### src/rtl/gainspi_pkg.sv
package gainspi_pkg;
    localparam int CMD_W  = 8;
    localparam int DAT_W  = 8;
    localparam int ADDR_W = 3;
    localparam int ATT_W  = 5;

    typedef enum logic [2:0] {
        ST_IDLE,
        ST_CMD,
        ST_DATA,
        ST_FULL,
        ST_OVER
    } frame_st_e;

    typedef enum logic [1:0] {
        FA_HOLD = 2'b00,
        FA_DOWN = 2'b01,
        FA_UP   = 2'b10,
        FA_RSVD = 2'b11
    } fa_code_e;

    typedef struct packed {
        logic             rsvd;
        logic             pwr_on;
        logic             pwr_hi;
        logic [ATT_W-1:0] att;
    } chan_reg_t;
endpackage

### src/rtl/gs_pin_sampler.sv
module gs_pin_sampler (
    input  logic clk,
    input  logic rst_n,
    input  logic csn,
    input  logic sck,
    input  logic mosi,
    output logic sel,
    output logic mosi_s,
    output logic sck_rise,
    output logic sck_fall
);
    logic csn_q, sck_q, sck_qq, mosi_q;

    always_ff @(posedge clk or negedge rst_n) begin
        if (!rst_n) begin
            csn_q  <= 1'b1;
            sck_q  <= 1'b0;
            sck_qq <= 1'b0;
            mosi_q <= 1'b0;
        end else begin
            csn_q  <= csn;
            sck_q  <= sck;
            sck_qq <= sck_q;
            mosi_q <= mosi;
        end
    end

    assign sel      = ~csn_q;
    assign mosi_s   = mosi_q;
    assign sck_rise = sck_q & ~sck_qq & sel;
    assign sck_fall = ~sck_q & sck_qq & sel;
endmodule

### src/rtl/gs_frame_fsm.sv
module gs_frame_fsm
    import gainspi_pkg::*;
#(
    parameter int NUM_CH = 4
) (
    input  logic              clk,
    input  logic              rst_n,
    input  logic              sel,
    input  logic              mosi_s,
    input  logic              sck_rise,
    input  logic              sck_fall,
    input  logic [DAT_W-1:0]  rd_data,
    output logic [ADDR_W-1:0] rd_addr,
    output logic              wr_en,
    output logic [ADDR_W-1:0] wr_addr,
    output logic [DAT_W-1:0]  wr_data,
    output logic              miso_bit
);
    localparam int BCNT_W = $clog2(CMD_W);
    localparam logic [BCNT_W-1:0] LAST_BIT = BCNT_W'(CMD_W - 1);
    localparam logic [ADDR_W-1:0] TOP_ADDR = ADDR_W'(NUM_CH);

    frame_st_e         st_q, st_d;
    logic [BCNT_W-1:0] bit_cnt;
    logic [CMD_W-1:0]  cmd_q;
    logic [DAT_W-1:0]  dat_q;
    logic [DAT_W-1:0]  rd_sh;
    logic              miso_q;
    logic              cmd_ok;
    logic              is_read;

    // next-state logic
    always_comb begin
        st_d = st_q;
        unique case (st_q)
            ST_IDLE: if (sel) st_d = ST_CMD;
            ST_CMD: begin
                if (!sel)                                 st_d = ST_IDLE;
                else if (sck_rise && bit_cnt == LAST_BIT) st_d = ST_DATA;
            end
            ST_DATA: begin
                if (!sel)                                 st_d = ST_IDLE;
                else if (sck_rise && bit_cnt == LAST_BIT) st_d = ST_FULL;
            end
            ST_FULL: begin
                if (!sel)          st_d = ST_IDLE;
                else if (sck_rise) st_d = ST_OVER;
            end
            ST_OVER: if (!sel) st_d = ST_IDLE;
            default: st_d = ST_IDLE;
        endcase
    end

    // state register
    always_ff @(posedge clk or negedge rst_n) begin
        if (!rst_n) st_q <= ST_IDLE;
        else        st_q <= st_d;
    end

    // frame shifter
    always_ff @(posedge clk or negedge rst_n) begin
        if (!rst_n) begin
            bit_cnt <= '0;
            cmd_q   <= '0;
            dat_q   <= '0;
        end else if (st_q == ST_IDLE) begin
            bit_cnt <= '0;
            cmd_q   <= '0;
            dat_q   <= '0;
        end else if (sck_rise && (st_q == ST_CMD || st_q == ST_DATA)) begin
            bit_cnt <= bit_cnt + BCNT_W'(1);
            if (st_q == ST_CMD) cmd_q <= {cmd_q[CMD_W-2:0], mosi_s};
            else                dat_q <= {dat_q[DAT_W-2:0], mosi_s};
        end
    end

    assign is_read = cmd_q[CMD_W-1];
    assign cmd_ok  = !cmd_q[CMD_W-1] && (cmd_q[CMD_W-2:ADDR_W] == '0)
                     && (cmd_q[ADDR_W-1:0] <= TOP_ADDR);

    // outputs: commit strobe and read-back launch
    always_comb begin
        wr_en = (st_q == ST_FULL) && !sel && cmd_ok;
    end

    always_ff @(posedge clk or negedge rst_n) begin
        if (!rst_n) begin
            miso_q <= 1'b0;
            rd_sh  <= '0;
        end else if (st_q == ST_IDLE) begin
            miso_q <= 1'b0;
            rd_sh  <= '0;
        end else if (sck_fall && st_q == ST_DATA) begin
            if (bit_cnt == '0) begin
                miso_q <= is_read & rd_data[DAT_W-1];
                rd_sh  <= is_read ? {rd_data[DAT_W-2:0], 1'b0} : '0;
            end else begin
                miso_q <= rd_sh[DAT_W-1];
                rd_sh  <= {rd_sh[DAT_W-2:0], 1'b0};
            end
        end
    end

    assign rd_addr  = cmd_q[ADDR_W-1:0];
    assign wr_addr  = cmd_q[ADDR_W-1:0];
    assign wr_data  = dat_q;
    assign miso_bit = miso_q;

    p_release_idle_r8: assert property (@(posedge clk) disable iff (!rst_n)
        !sel |=> st_q == ST_IDLE);
    p_commit_once_r3: assert property (@(posedge clk) disable iff (!rst_n)
        wr_en |=> (st_q == ST_IDLE) && !wr_en);
    p_cmd_quiet_r8: assert property (@(posedge clk) disable iff (!rst_n)
        st_q == ST_CMD |-> !miso_q);
    p_byte_turn_r2: assert property (@(posedge clk) disable iff (!rst_n)
        (st_q == ST_CMD && sel && sck_rise && bit_cnt == LAST_BIT) |=> st_q == ST_DATA);
    p_overrun_r4: assert property (@(posedge clk) disable iff (!rst_n)
        (st_q == ST_FULL && sel && sck_rise) |=> st_q == ST_OVER);
endmodule

### src/rtl/gs_gain_regs.sv
module gs_gain_regs
    import gainspi_pkg::*;
#(
    parameter int NUM_CH = 4
) (
    input  logic                    clk,
    input  logic                    rst_n,
    input  logic                    wr_en,
    input  logic [ADDR_W-1:0]       wr_addr,
    input  logic [DAT_W-1:0]        wr_data,
    input  logic [ADDR_W-1:0]       rd_addr,
    output logic [DAT_W-1:0]        rd_data,
    output logic [NUM_CH*ATT_W-1:0] att_code,
    output logic [NUM_CH-1:0]       pwr_on,
    output logic [NUM_CH-1:0]       pwr_hi
);
    localparam logic [ATT_W-1:0]  ATT_MAX = '1;
    localparam logic [ADDR_W-1:0] FA_ADDR = ADDR_W'(NUM_CH);

    chan_reg_t ch_q [NUM_CH];
    chan_reg_t ch_d [NUM_CH];

    for (genvar g = 0; g < NUM_CH; g++) begin : g_ch
        logic             sel_ch;
        logic             fa_hit;
        fa_code_e         code;
        logic [ATT_W-1:0] att_adj;
        chan_reg_t        nxt;

        assign sel_ch = wr_en && (wr_addr == ADDR_W'(g));
        assign fa_hit = wr_en && (wr_addr == FA_ADDR);
        assign code   = fa_code_e'(wr_data[2*g+1 -: 2]);

        always_comb begin
            att_adj = ch_q[g].att;
            unique case (code)
                FA_DOWN: if (ch_q[g].att != '0)      att_adj = ch_q[g].att - ATT_W'(1);
                FA_UP:   if (ch_q[g].att != ATT_MAX) att_adj = ch_q[g].att + ATT_W'(1);
                default: att_adj = ch_q[g].att;
            endcase
            nxt = ch_q[g];
            if (sel_ch) begin
                nxt.rsvd   = 1'b0;
                nxt.pwr_on = wr_data[6];
                nxt.pwr_hi = wr_data[5];
                nxt.att    = wr_data[ATT_W-1:0];
            end else if (fa_hit) begin
                nxt.att = att_adj;
            end
        end

        assign ch_d[g] = nxt;
        assign att_code[g*ATT_W +: ATT_W] = ch_q[g].att;
        assign pwr_on[g] = ch_q[g].pwr_on;
        assign pwr_hi[g] = ch_q[g].pwr_hi;

        p_sat_low_r10: assert property (@(posedge clk) disable iff (!rst_n)
            (fa_hit && code == FA_DOWN && ch_q[g].att == '0) |=> ch_q[g].att == '0);
        p_sat_high_r10: assert property (@(posedge clk) disable iff (!rst_n)
            (fa_hit && code == FA_UP && ch_q[g].att == ATT_MAX) |=> ch_q[g].att == ATT_MAX);
        p_step_up_r9: assert property (@(posedge clk) disable iff (!rst_n)
            (fa_hit && code == FA_UP && ch_q[g].att != ATT_MAX)
            |=> ch_q[g].att == $past(ch_q[g].att) + ATT_W'(1));
        p_fa_keeps_power_r9: assert property (@(posedge clk) disable iff (!rst_n)
            fa_hit |=> $stable(ch_q[g].pwr_on) && $stable(ch_q[g].pwr_hi));
        p_quiet_r4: assert property (@(posedge clk) disable iff (!rst_n)
            !wr_en |=> $stable(ch_q[g]));
    end

    always_ff @(posedge clk or negedge rst_n) begin
        if (!rst_n) begin
            for (int i = 0; i < NUM_CH; i++) ch_q[i] <= '0;
        end else begin
            for (int i = 0; i < NUM_CH; i++) ch_q[i] <= ch_d[i];
        end
    end

    always_comb begin
        rd_data = '0;
        for (int i = 0; i < NUM_CH; i++) begin
            if (rd_addr == ADDR_W'(i)) rd_data = ch_q[i];
        end
    end
endmodule

### src/rtl/gainspi_ctrl.sv
module gainspi_ctrl
    import gainspi_pkg::*;
#(
    parameter int NUM_CH = 4
) (
    input  logic                    clk,
    input  logic                    rst_n,
    input  logic                    spi_csn,
    input  logic                    spi_sck,
    input  logic                    spi_mosi,
    output logic                    spi_miso,
    output logic                    spi_miso_en,
    output logic [NUM_CH*ATT_W-1:0] att_code,
    output logic [NUM_CH-1:0]       pwr_on,
    output logic [NUM_CH-1:0]       pwr_hi
);
    logic              sel, mosi_s, sck_rise, sck_fall;
    logic              wr_en, miso_bit;
    logic [ADDR_W-1:0] rd_addr, wr_addr;
    logic [DAT_W-1:0]  rd_data, wr_data;

    gs_pin_sampler u_pins (
        .clk      (clk),
        .rst_n    (rst_n),
        .csn      (spi_csn),
        .sck      (spi_sck),
        .mosi     (spi_mosi),
        .sel      (sel),
        .mosi_s   (mosi_s),
        .sck_rise (sck_rise),
        .sck_fall (sck_fall)
    );

    gs_frame_fsm #(.NUM_CH(NUM_CH)) u_fsm (
        .clk      (clk),
        .rst_n    (rst_n),
        .sel      (sel),
        .mosi_s   (mosi_s),
        .sck_rise (sck_rise),
        .sck_fall (sck_fall),
        .rd_data  (rd_data),
        .rd_addr  (rd_addr),
        .wr_en    (wr_en),
        .wr_addr  (wr_addr),
        .wr_data  (wr_data),
        .miso_bit (miso_bit)
    );

    gs_gain_regs #(.NUM_CH(NUM_CH)) u_regs (
        .clk      (clk),
        .rst_n    (rst_n),
        .wr_en    (wr_en),
        .wr_addr  (wr_addr),
        .wr_data  (wr_data),
        .rd_addr  (rd_addr),
        .rd_data  (rd_data),
        .att_code (att_code),
        .pwr_on   (pwr_on),
        .pwr_hi   (pwr_hi)
    );

    assign spi_miso_en = ~spi_csn;
    assign spi_miso    = miso_bit;
endmodule

### config.mk
export PLATFORM = sky130hd
export DESIGN_NAME = gainspi_ctrl
export DESIGN_NICKNAME = d
export VERILOG_FILES = /design/src/rtl/gainspi_pkg.sv /design/src/rtl/gs_pin_sampler.sv /design/src/rtl/gs_frame_fsm.sv /design/src/rtl/gs_gain_regs.sv /design/src/rtl/gainspi_ctrl.sv
export SDC_FILE = /design/constraint.sdc
export NUM_CORES = 1
export LEC_CHECK = 0
export BUFFER_PORTS_ARGS = -buffer_cell sky130_fd_sc_hd__buf_4
export CORE_ASPECT_RATIO = 2
export CORE_MARGIN = 10
export CORE_UTILIZATION = 40
export DETAILED_ROUTE_END_ITERATION = 8
export PLACE_DENSITY_LB_ADDON = 0.1
export SLEW_MARGIN = 25
export SYNTH_ARGS = -nofsm -noshare
export SYNTH_HDL_FRONTEND = slang
export SYNTH_SLANG_ARGS = --single-unit
### constraint.sdc
create_clock -name clk -period 6.6 [get_ports clk]
set_clock_uncertainty 0.1 [all_clocks]
set_input_delay 0.33 -clock clk [delete_from_list [all_inputs] [get_ports clk]]
set_output_delay 0.33 -clock clk [all_outputs]
set_load 0.005 [all_outputs]
==> results of run 1 <==
==> final cells by class <==
cell class | count | share of cell area [%]
Tap cell | 104 | 2.93
Sequential cell | 62 | 35.0
Inverter | 25 | 2.11
Clock inverter | 3 | 0.395
Timing Repair Buffer | 37 | 6.43
Multi-Input combinational cell | 292 | 47.1
Clock buffer | 13 | 6.09
==> sequential cells by signal, summed over array words and instances (netlist names) <==
| register | count |
|---|---|
| u_regs.pwr_hi | 4 |
| u_fsm.wr_data | 8 |
| u_fsm.rd_sh | 7 |
| u_fsm.miso_bit | 1 |
| u_regs.att_code | 20 |
| u_fsm.st_q | 3 |
| u_pins.sck_qq | 1 |
| u_fsm.bit_cnt | 3 |
| u_pins.sck_q | 1 |
| u_pins.mosi_s | 1 |
| u_pins.csn_q | 1 |
| u_regs.pwr_on | 4 |
| u_fsm.cmd_q | 8 |
==> through the flow <==
stage	util (%)	hold slack (ns)
2_1_floorplan	-	-0.0656
3_3_place_gp	44.1	0.313
3_5_place_dp	44.2	0.313
4_1_cts	47.6	0.0271
5_1_grt	47.6	0.0330
6_report	47.6	-0.0218
==> worst paths after layout <==
kind                                    from            endpoint  slack, ns  depth (start not counted)
worst max register to register  u_pins.csn_q  u_regs.att_code[9]       3.54                          5
min in group clk                u_pins.sck_q       u_pins.sck_qq       0.32                          0
worst max-delay path            u_pins.csn_q  u_regs.att_code[9]       3.54                          5
worst min-delay path                   rst_n  u_regs.att_code[8]      -0.02                          1
max in group asynchronous              rst_n      u_fsm.rd_sh[4]       5.86                          1
worst min register to register  u_pins.sck_q       u_pins.sck_qq       0.32                          0
==> worst reg2reg max path, stage by stage, from the launching register on <==
cell and delay, ns:
dfstp_2 0.59, or3b_1 0.41, nand4bb_1 0.60, nor4_4 0.59, mux2_2 0.38, a211o_1 0.28
==> power breakdown <==
part | internal, mW | switching, mW
clock network | 0.283 | 0.171
registers | 0.383 | 0.00468
logic | 0.00906 | 0.0173
==> placed cells by master, fill, tap and decap left out, types with 10 or more instances in the layout <==
cell type and n:
a21oi_1 19, a22o_1 11, buf_4 34, dfrtp_1 61, ha_1 23, inv_1 25, mux2_2 10, nand2_1 27
nand2b_1 10, nand3_1 15, nor2_1 31, o21ai_0 28, xnor2_1 12
==> cells by family after synthesis <==
logic type	Yosys count	synth area share, %
muxes	15	4.35
adders and majority gates	30	10.5
DFF	62	40.9
and+or+nand+nor	137	20.4
buffers and inverters	41	4.31
xor gates and xnor gates	12	2.77
AOI/OAI and AO/OA	98	16.9
==> routing by layer <==
| layer | vias to the layer above | global-route usage [%] | routed length (um) |
|---|---|---|---|
| li1 | 1489 | - | - |
| met2 | 53 | 31.3 | 6210 |
| met5 | - | 0 | 0 |
| met4 | 0 | 6.66 | 216 |
| met3 | 10 | 3.29 | 324 |
| met1 | 1530 | 17.0 | 3820 |
==> metrics, run 1 <==
core area=9320 sq um; fin crit share=46.4%; Power Dens Cells=between 150 and 200 nW/um^2; Crit path max-delay family=simple AND/OR/NAND/NOR gates; Nets=between 400 and 500; outcome=finished with violations; Finished Layout Cells=around 540; Critical Path Max Stage Delay=0.59 ns; Register Area=~1600 sq um; initial core utilization=40.8%; Placed Cells=517; Post-route DRC=0; post-synthesis sequential area ratio=40.9%; worst path bufs/invs=0; CP Max Fanout=8; wire per inst=19.7 um; highest clock rate=roughly 330 MHz; Setup crit end kind=register; area grow syn2layout=16.8%; Hold Crit Class=in2async; die area=14000 sq um; num ports=35; PortBufs=34; ys flop type=dfrtp_1; final wirelength=10600 um; number of synthesized flops with an enable pin=0; largest net degree at the start of global routing=63; initial antenna violation count=0; Syn Area/Cell=9.62 sq um; final-layout fill cell count=around 870; gr ovfl total=0; Iter 0 DRT Violations=about 240; Routed Antenna Nets=0; number of detailed-route iterations in the first pass=4; top-count cell post-synth=dfrtp_1; worst path cell trace=or3b_1 -> nand4bb_1 -> nor4_4 -> mux2_2 -> a211o_1; crit path time final=3.06 ns; Seq cells post-synth=62; drt via density=5.75; Post-CTS Hold Fix Bufs=3; dpl ws=3.54 ns; num rows=50; CTS Buf Count=9; Yosys Warn Count=0; Clk Latency, worst-skew pair=0.33 ns; proportion of layout cells with a drive suffix above 1=16.4%; Synth Cell Area=3800 sq um; Fin Hold WS=-0.0218 ns; leading area contributor after synthesis=dfrtp_1; number of distinct library cells after synthesis=60; GPL Wtd Cong=0.838; Max Slew Vio Count=0; clock sink count=62; crit path max-delay cell type=dfstp_2; Synth Instances=395; CTS clk-pin slew, worst paths=around 0.05 ns; Tot GR Track Use=between 15 and 20%; Critical Path RT=between 6 and 7 ns; chip width=88.9 um; commonest cells in the netlist=dfrtp_1, nor2_1, o21ai_0, nand2_1, inv_1; worst setup margin=3.54 ns; first-pass GRT wire length=17700 um; Worst EP arrival=about 3.2 ns; vias in the first global route=3301; Worst Max-Slew Pin Slew=between 1 and 1.5 ns; finished layout cell area=around 4400 sq um; Max-cap violations=0; CP startpoint kind=register; DR vias=about 3000; Setup violations, final=0; Worst slew margin=about a quarter; RSZ-0062 raised after global routing=false; Setup Buffers After CTS=0; post-synthesis async set-or-reset flop share=100%; Post-DP Area=4120 sq um; Clock Root Buffer=clkbuf_16; H-tree Lvls=3; post-cts sizing count=0; crit path kind=reg2reg; area of the multi-input gates=2090 sq um; failing checks=hold timing; clock buffer depth=2; largest cells by area after synthesis=dfrtp_1, ha_1, o21ai_0, nor2_1, mux2_2; Synth top area share=40.2%; Final Hold Violating Endpoints=20; Leak Pwr=1.93 nW; peak supply drop=~0.13 mV; dpl hpwl=7990 um; Net Count, Synth=427; die height=158 um; final setup TNS=0 ns; total power=0.869 mW; CTS tree=done; ant diodes=0
Note: power is estimated with default switching activity, not from simulation.
==> run 2, diff against run 1 <==
==> constraint.sdc (replaced) <==
create_clock -name clk -period 2.7 [get_ports clk]
set_clock_uncertainty 0.1 [all_clocks]
set_input_delay 0.135 -clock clk [delete_from_list [all_inputs] [get_ports clk]]
set_output_delay 0.135 -clock clk [all_outputs]
set_load 0.005 [all_outputs]
==> metrics, run 2 (same netlist as run 1, synthesis figures left out) <==
Power Dens Cells=470 nW/um^2 (+140%); Leak Pwr=2.06 nW (+6.8%); die area=14000 sq um (unchanged); GPL Wtd Cong=0.871 (+3.9%); wire per inst=18.7 um (-5.4%); initial antenna violation count=0 (unchanged); max reg flops=20 (unchanged); worst path bufs/invs=1 (+1); area grow syn2layout=22.0%; num rows=50 (unchanged); CP Max Fanout=5 (-3); Finished Layout Cells=561 (+4.7%); Iter 0 DRT Violations=154 (-35%); proportion of layout cells with a drive suffix above 1=20.8% (+4.4 points); Max Slew Vio Count=0 (unchanged); Worst Max-Slew Pin Slew=0.808 ns (-0.305 ns); num ports=35 (unchanged); Setup Buffers After CTS=0 (unchanged); Final Hold Violating Endpoints=0 (-100%); crit path max-delay cell type=dfstp_2; die height=158 um (unchanged); Critical Path RT=2.81 ns (-3.91 ns); Post-CTS Hold Fix Bufs=4 (+1); CTS Buf Count=9 (unchanged); total power=2.18 mW (+150%); CTS clk-pin slew, worst paths=0.05 ns (about the same); chip width=88.9 um (unchanged); Setup crit end kind=register; fin crit share=91.3% (+45 points); worst path cell trace=or3b_1 -> or3_1 -> buf_4 -> nor2_1 -> nor2_1 -> a221o_1; DR vias=3157 (+2.4%); final wirelength=10500 um (-0.98%); drt via density=5.63 (-2.1%); origin of the critical flop-to-flop path=u_pins.csn_q; outcome=finished clean; ant diodes=0 (unchanged); Routed Antenna Nets=0 (unchanged); clock sink count=62 (unchanged); vias in the first global route=3349 (+1.5%); peak supply drop=0.348 mV (+170%); Nets=484 (+5.4%); crit path kind=reg2reg; CTS tree=done; Critical Path Max Stage Delay=0.52 ns (-0.07 ns); Crit path max-delay family=simple AND/OR/NAND/NOR gates; clock buffer depth=2 (unchanged); highest clock rate=406 MHz (+24%); commonest cells after routing, fill and taps aside=dfrtp_1, buf_4, nor2_1, o21ai_0, nand2_1; H-tree Lvls=3 (unchanged); first-pass GRT wire length=17400 um (-1.7%); Worst slew margin=46.1% (+21 points); Hold Crit Class=in2async; worst setup margin=0.236 ns (-3.30 ns); largest net degree at the start of global routing=63 (unchanged); Tot GR Track Use=16.2% (-0.40 points); RSZ-0062 raised after global routing=false; Max-cap violations=0 (unchanged); Placed Cells=541 (+4.6%); Crit Reg-Reg Endpoint=u_regs.att_code[7]; PortBufs=34 (unchanged); dpl ws=0.223 ns (-3.32 ns); dpl hpwl=8140 um (+1.9%); Worst Reg-to-Reg Cells=6 (+1); CP startpoint kind=register; commonest non-fill, non-tap cell in the layout=dfrtp_1; initial core utilization=40.8% (unchanged); post-cts sizing count=0 (unchanged); Post-route DRC=0 (unchanged); final setup TNS=0 ns (unchanged); Setup violations, final=0 (unchanged); Clk Latency, worst-skew pair=0.33 ns (about the same); Clock Root Buffer=clkbuf_16; core area=9320 sq um (unchanged); Fin Hold WS=0.322 ns (+0.343 ns); crit path time final=2.46 ns (-0.596 ns); Reg2Reg Setup Slack=0.24 ns (-3.30 ns); Worst EP arrival=2.57 ns (-0.61 ns); number of detailed-route iterations in the first pass=4 (unchanged); gr ovfl total=0 (unchanged); most frequent CP cell=nor2_1
## run 2: cell types whose count changed in the layout (fill, tap and decap cells not counted)
cell | previous run | this run
clkbuf_8 | 3 | 1
clkinv_2 | 2 | 3
buf_4 | 34 | 58
clkinv_4 | 0 | 1
clkbuf_1 | 1 | 0
nor4_2 | 1 | 0
dlygate4sd3_1 | 3 | 4
bufinv_16 | 0 | 1
nor4_1 | 4 | 5
## run 2: stage by stage
step	cell area, sq um	utilization (%)
6_report	4630	49.7
3_3_place_gp	4290	46.1
3_5_place_dp	4290	46.1
2_1_floorplan	3800	-
5_1_grt	4630	49.7
4_1_cts	4630	49.7
## run 2: area by class of cell
type	count	area, sq um
fillers	884	4690
multi-input cells	292	2080
flip-flops and latches	62	1550
repair buffers	62	475
clock buffers	10	239
well taps	104	130
inverters	25	93.8
clock inverters	6	61.3
## run 2: layer usage
metal	track usage (%)	wire [um]	part of all wire (%)	vias up
li1	-	-	-	1544
met4	7.67	313	3.0	0
met3	2.83	299	2.9	16
met5	0	0	0	-
met2	29.5	5840	56	52
met1	17.2	4010	38	1545
## run 2: how the worst max path moves through the flow
stage / start / cells after the start / endpoint
after CTS: u_pins.csn_q / 6 / u_regs.att_code[19]
after floorplan: u_pins.csn_q / 6 / u_regs.att_code[9]
after global routing: u_fsm.wr_data[3] / 8 / u_regs.att_code[9]
after global placement: u_pins.csn_q / 6 / u_regs.att_code[7]
after detailed placement: u_pins.csn_q / 6 / u_regs.att_code[19]
final: u_pins.csn_q / 6 / u_regs.att_code[7]
## run 2: power by group
group	switching, mW	total, mW	internal, mW
combinational	0.0460	0.0731	0.0270
clock	0.424	1.16	0.735
sequential	0.00705	0.944	0.937
total	0.477	2.18	1.70
==> run 3, diff against run 2 <==
--- a/config.mk
+++ b/config.mk
@@ -5,6 +5,7 @@
 export SDC_FILE = /design/constraint.sdc
 export NUM_CORES = 1
 export LEC_CHECK = 0
+export ABC_AREA = 1
 export BUFFER_PORTS_ARGS = -buffer_cell sky130_fd_sc_hd__buf_4
 export CORE_ASPECT_RATIO = 2
 export CORE_MARGIN = 10
==> metrics, run 3 <==
H-tree Lvls=3 (unchanged); leading area contributor after synthesis=dfrtp_1; Finished Layout Cells=722 (+29%); Nets=617 (+27%); first-pass GRT wire length=18400 um (+5.3%); top-count cell post-synth=nand2_1; Final Hold Violating Endpoints=0 (unchanged); Net Count, Synth=569 (+33%); commonest cells after routing, fill and taps aside=nand2_1, inv_1, nor2_1, dfrtp_1, nand3_1; Worst slew margin=45.5% (-0.62 points); Worst Max-Slew Pin Slew=0.818 ns (+0.00933 ns); number of synthesized flops with an enable pin=0 (unchanged); num ports=35 (unchanged); Placed Cells=702 (+30%); Routed Antenna Nets=0 (unchanged); final wirelength=11100 um (+6.5%); wire per inst=15.4 um (-17%); total power=3.26 mW (+50%); Max-cap violations=0 (unchanged); initial antenna violation count=0 (unchanged); final setup TNS=0 ns (unchanged); number of distinct library cells after synthesis=29 (-52%); Reg2Reg Setup Slack=0.53 ns (+0.29 ns); Clock Root Buffer=clkbuf_16; Setup crit end kind=register; CTS Buf Count=9 (unchanged); max reg flops=20 (unchanged); num rows=51 (+2.0%); gr ovfl total=0 (unchanged); GPL Wtd Cong=0.913 (+4.8%); largest net degree at the start of global routing=63 (unchanged); clock buffer depth=2 (unchanged); RSZ-0062 raised after global routing=false; crit path time final=2.17 ns (-0.289 ns); Setup violations, final=0 (unchanged); Iter 0 DRT Violations=170 (+10%); CTS tree=done; outcome=finished clean; Tot GR Track Use=15.7% (-0.51 points); highest clock rate=460 MHz (+13%); PortBufs=34 (unchanged); CP startpoint kind=register; chip width=90.2 um (+1.4%); CTS clk-pin slew, worst paths=0.05 ns (about the same); dpl hpwl=8610 um (+5.8%); ant diodes=0 (unchanged); area grow syn2layout=19.6%; Synth top area share=38.8% (-1.4 points); die area=14500 sq um (+3.0%); vias in the first global route=3660 (+9.3%); Critical Path RT=2.82 ns (about the same); post-cts sizing count=0 (unchanged); post-synthesis async set-or-reset flop share=100% (unchanged); drt via density=4.91 (-13%); post-synthesis sequential area ratio=39.4% (-1.4 points); Syn Area/Cell=7.33 sq um (-24%); commonest non-fill, non-tap cell in the layout=nand2_1; Yosys Warn Count=0 (unchanged); CP Max Fanout=5 (unchanged); Leak Pwr=2.51 nW (+21%); Power Dens Cells=693 nW/um^2 (+48%); proportion of layout cells with a drive suffix above 1=10.8% (-9.9 points); Setup Buffers After CTS=0 (unchanged); Post-route DRC=0 (unchanged); Synth Instances=537 (+36%); die height=160 um (+1.6%); Worst EP arrival=2.29 ns (-0.28 ns); fin crit share=80.5% (-11 points); largest cells by area after synthesis=dfrtp_1, nand2_1, ha_1, nand3_1, inv_1; peak supply drop=0.444 mV (+27%); Hold Crit Class=reg2reg; DR vias=3543 (+12%); Clk Latency, worst-skew pair=0.33 ns (about the same); ys flop type=dfrtp_1; crit path kind=reg2reg; Seq cells post-synth=62 (unchanged); clock sink count=62 (unchanged); Synth Cell Area=3940 sq um (+3.7%); Post-CTS Hold Fix Bufs=4 (unchanged); initial core utilization=40.6% (-0.16 points); core area=9700 sq um (+4.1%); Max Slew Vio Count=0 (unchanged); number of detailed-route iterations in the first pass=4 (unchanged); commonest cells in the netlist=nand2_1, inv_1, nor2_1, dfrtp_1, nand3_1
run 3: changes by cell type after synthesis, moves of 11 or more:
cell | before | now
inv_1 | 25 | 63
nor2_1 | 31 | 62
clkbuf_1 | 13 | 0
nand3_1 | 15 | 48
nand2_1 | 27 | 175
a22o_1 | 11 | 0
run 3: power breakdown:
| part | total, mW | switching [mW] | internal [mW] |
|---|---|---|---|
| Combinational | 0.891 | 0.564 | 0.328 |
| Sequential | 1.12 | 0.117 | 1.01 |
| Clock | 1.25 | 0.418 | 0.830 |
| Total | 3.26 | 1.10 | 2.16 |
run 3: cell type report:
cell class | instances | area (sq um)
Clock inverter | 4 | 70.1
Sequential cell | 62 | 1550
Multi-Input combinational cell | 406 | 2120
Clock buffer | 12 | 246
Timing Repair Buffer | 40 | 310
Inverter | 66 | 248
Tap cell | 132 | 165
Fill cell | 981 | 4990
run 3: logic make-up after synthesis:
| kind of cell | share of synthesized area [%] |
|---|---|
| DFF | 39.4 |
| adders and majority gates | 9.34 |
| xor gates and xnor gates | 3.11 |
| and+or+nand+nor | 34.2 |
| AOI/OAI and AO/OA | 7.05 |
| buffers and inverters | 6.83 |
run 3: per-stage QoR:
step	setup WS [ns]	utilization, %	hold slack [ns]	instance area [sq um]
finish	0.525	48.5	0.273	4710
global route	0.322	48.5	0.306	4710
CTS	0.528	48.5	0.276	4710
detailed placement	0.532	44.9	0.145	4350
global placement	0.578	44.9	0.144	4350
floorplan	0.827	-	-0.261	3940
run 3: layer usage:
metal  share of wire [%]  vias up  global-route usage, %  wire length (um)
met5                   0        -                      0                 0
met4                 1.5        0                   5.75               170
met3                 2.3       11                   3.03               258
met2                  58       54                   31.1              6480
met1                  38     1669                   15.4              4230
li1                    -     1809                      -                 -
run 3: worst paths after layout:
check	cells after the start	endpoint	from
max in group asynchronous	2	u_fsm.rd_sh[6]	rst_n
min in group asynchronous	2	u_regs.att_code[4]	rst_n
worst max register to register	11	u_regs.att_code[8]	u_fsm.wr_data[2]
worst max-delay path	11	u_regs.att_code[8]	u_fsm.wr_data[2]
worst min-delay path	0	u_pins.sck_qq	u_pins.sck_q
worst min register to register	0	u_pins.sck_qq	u_pins.sck_q
run 3: critical path, cell delays in order, from the launching register on:
cell     delay, ns
dfrtp_1       0.43
inv_1         0.19
ha_1          0.27
inv_1         0.13
ha_1          0.36
a21oi_1       0.15
nand2_1       0.08
xor2_1        0.14
nand2_1       0.06
nand2_1       0.05
nand2_1       0.06
nand2_1       0.05
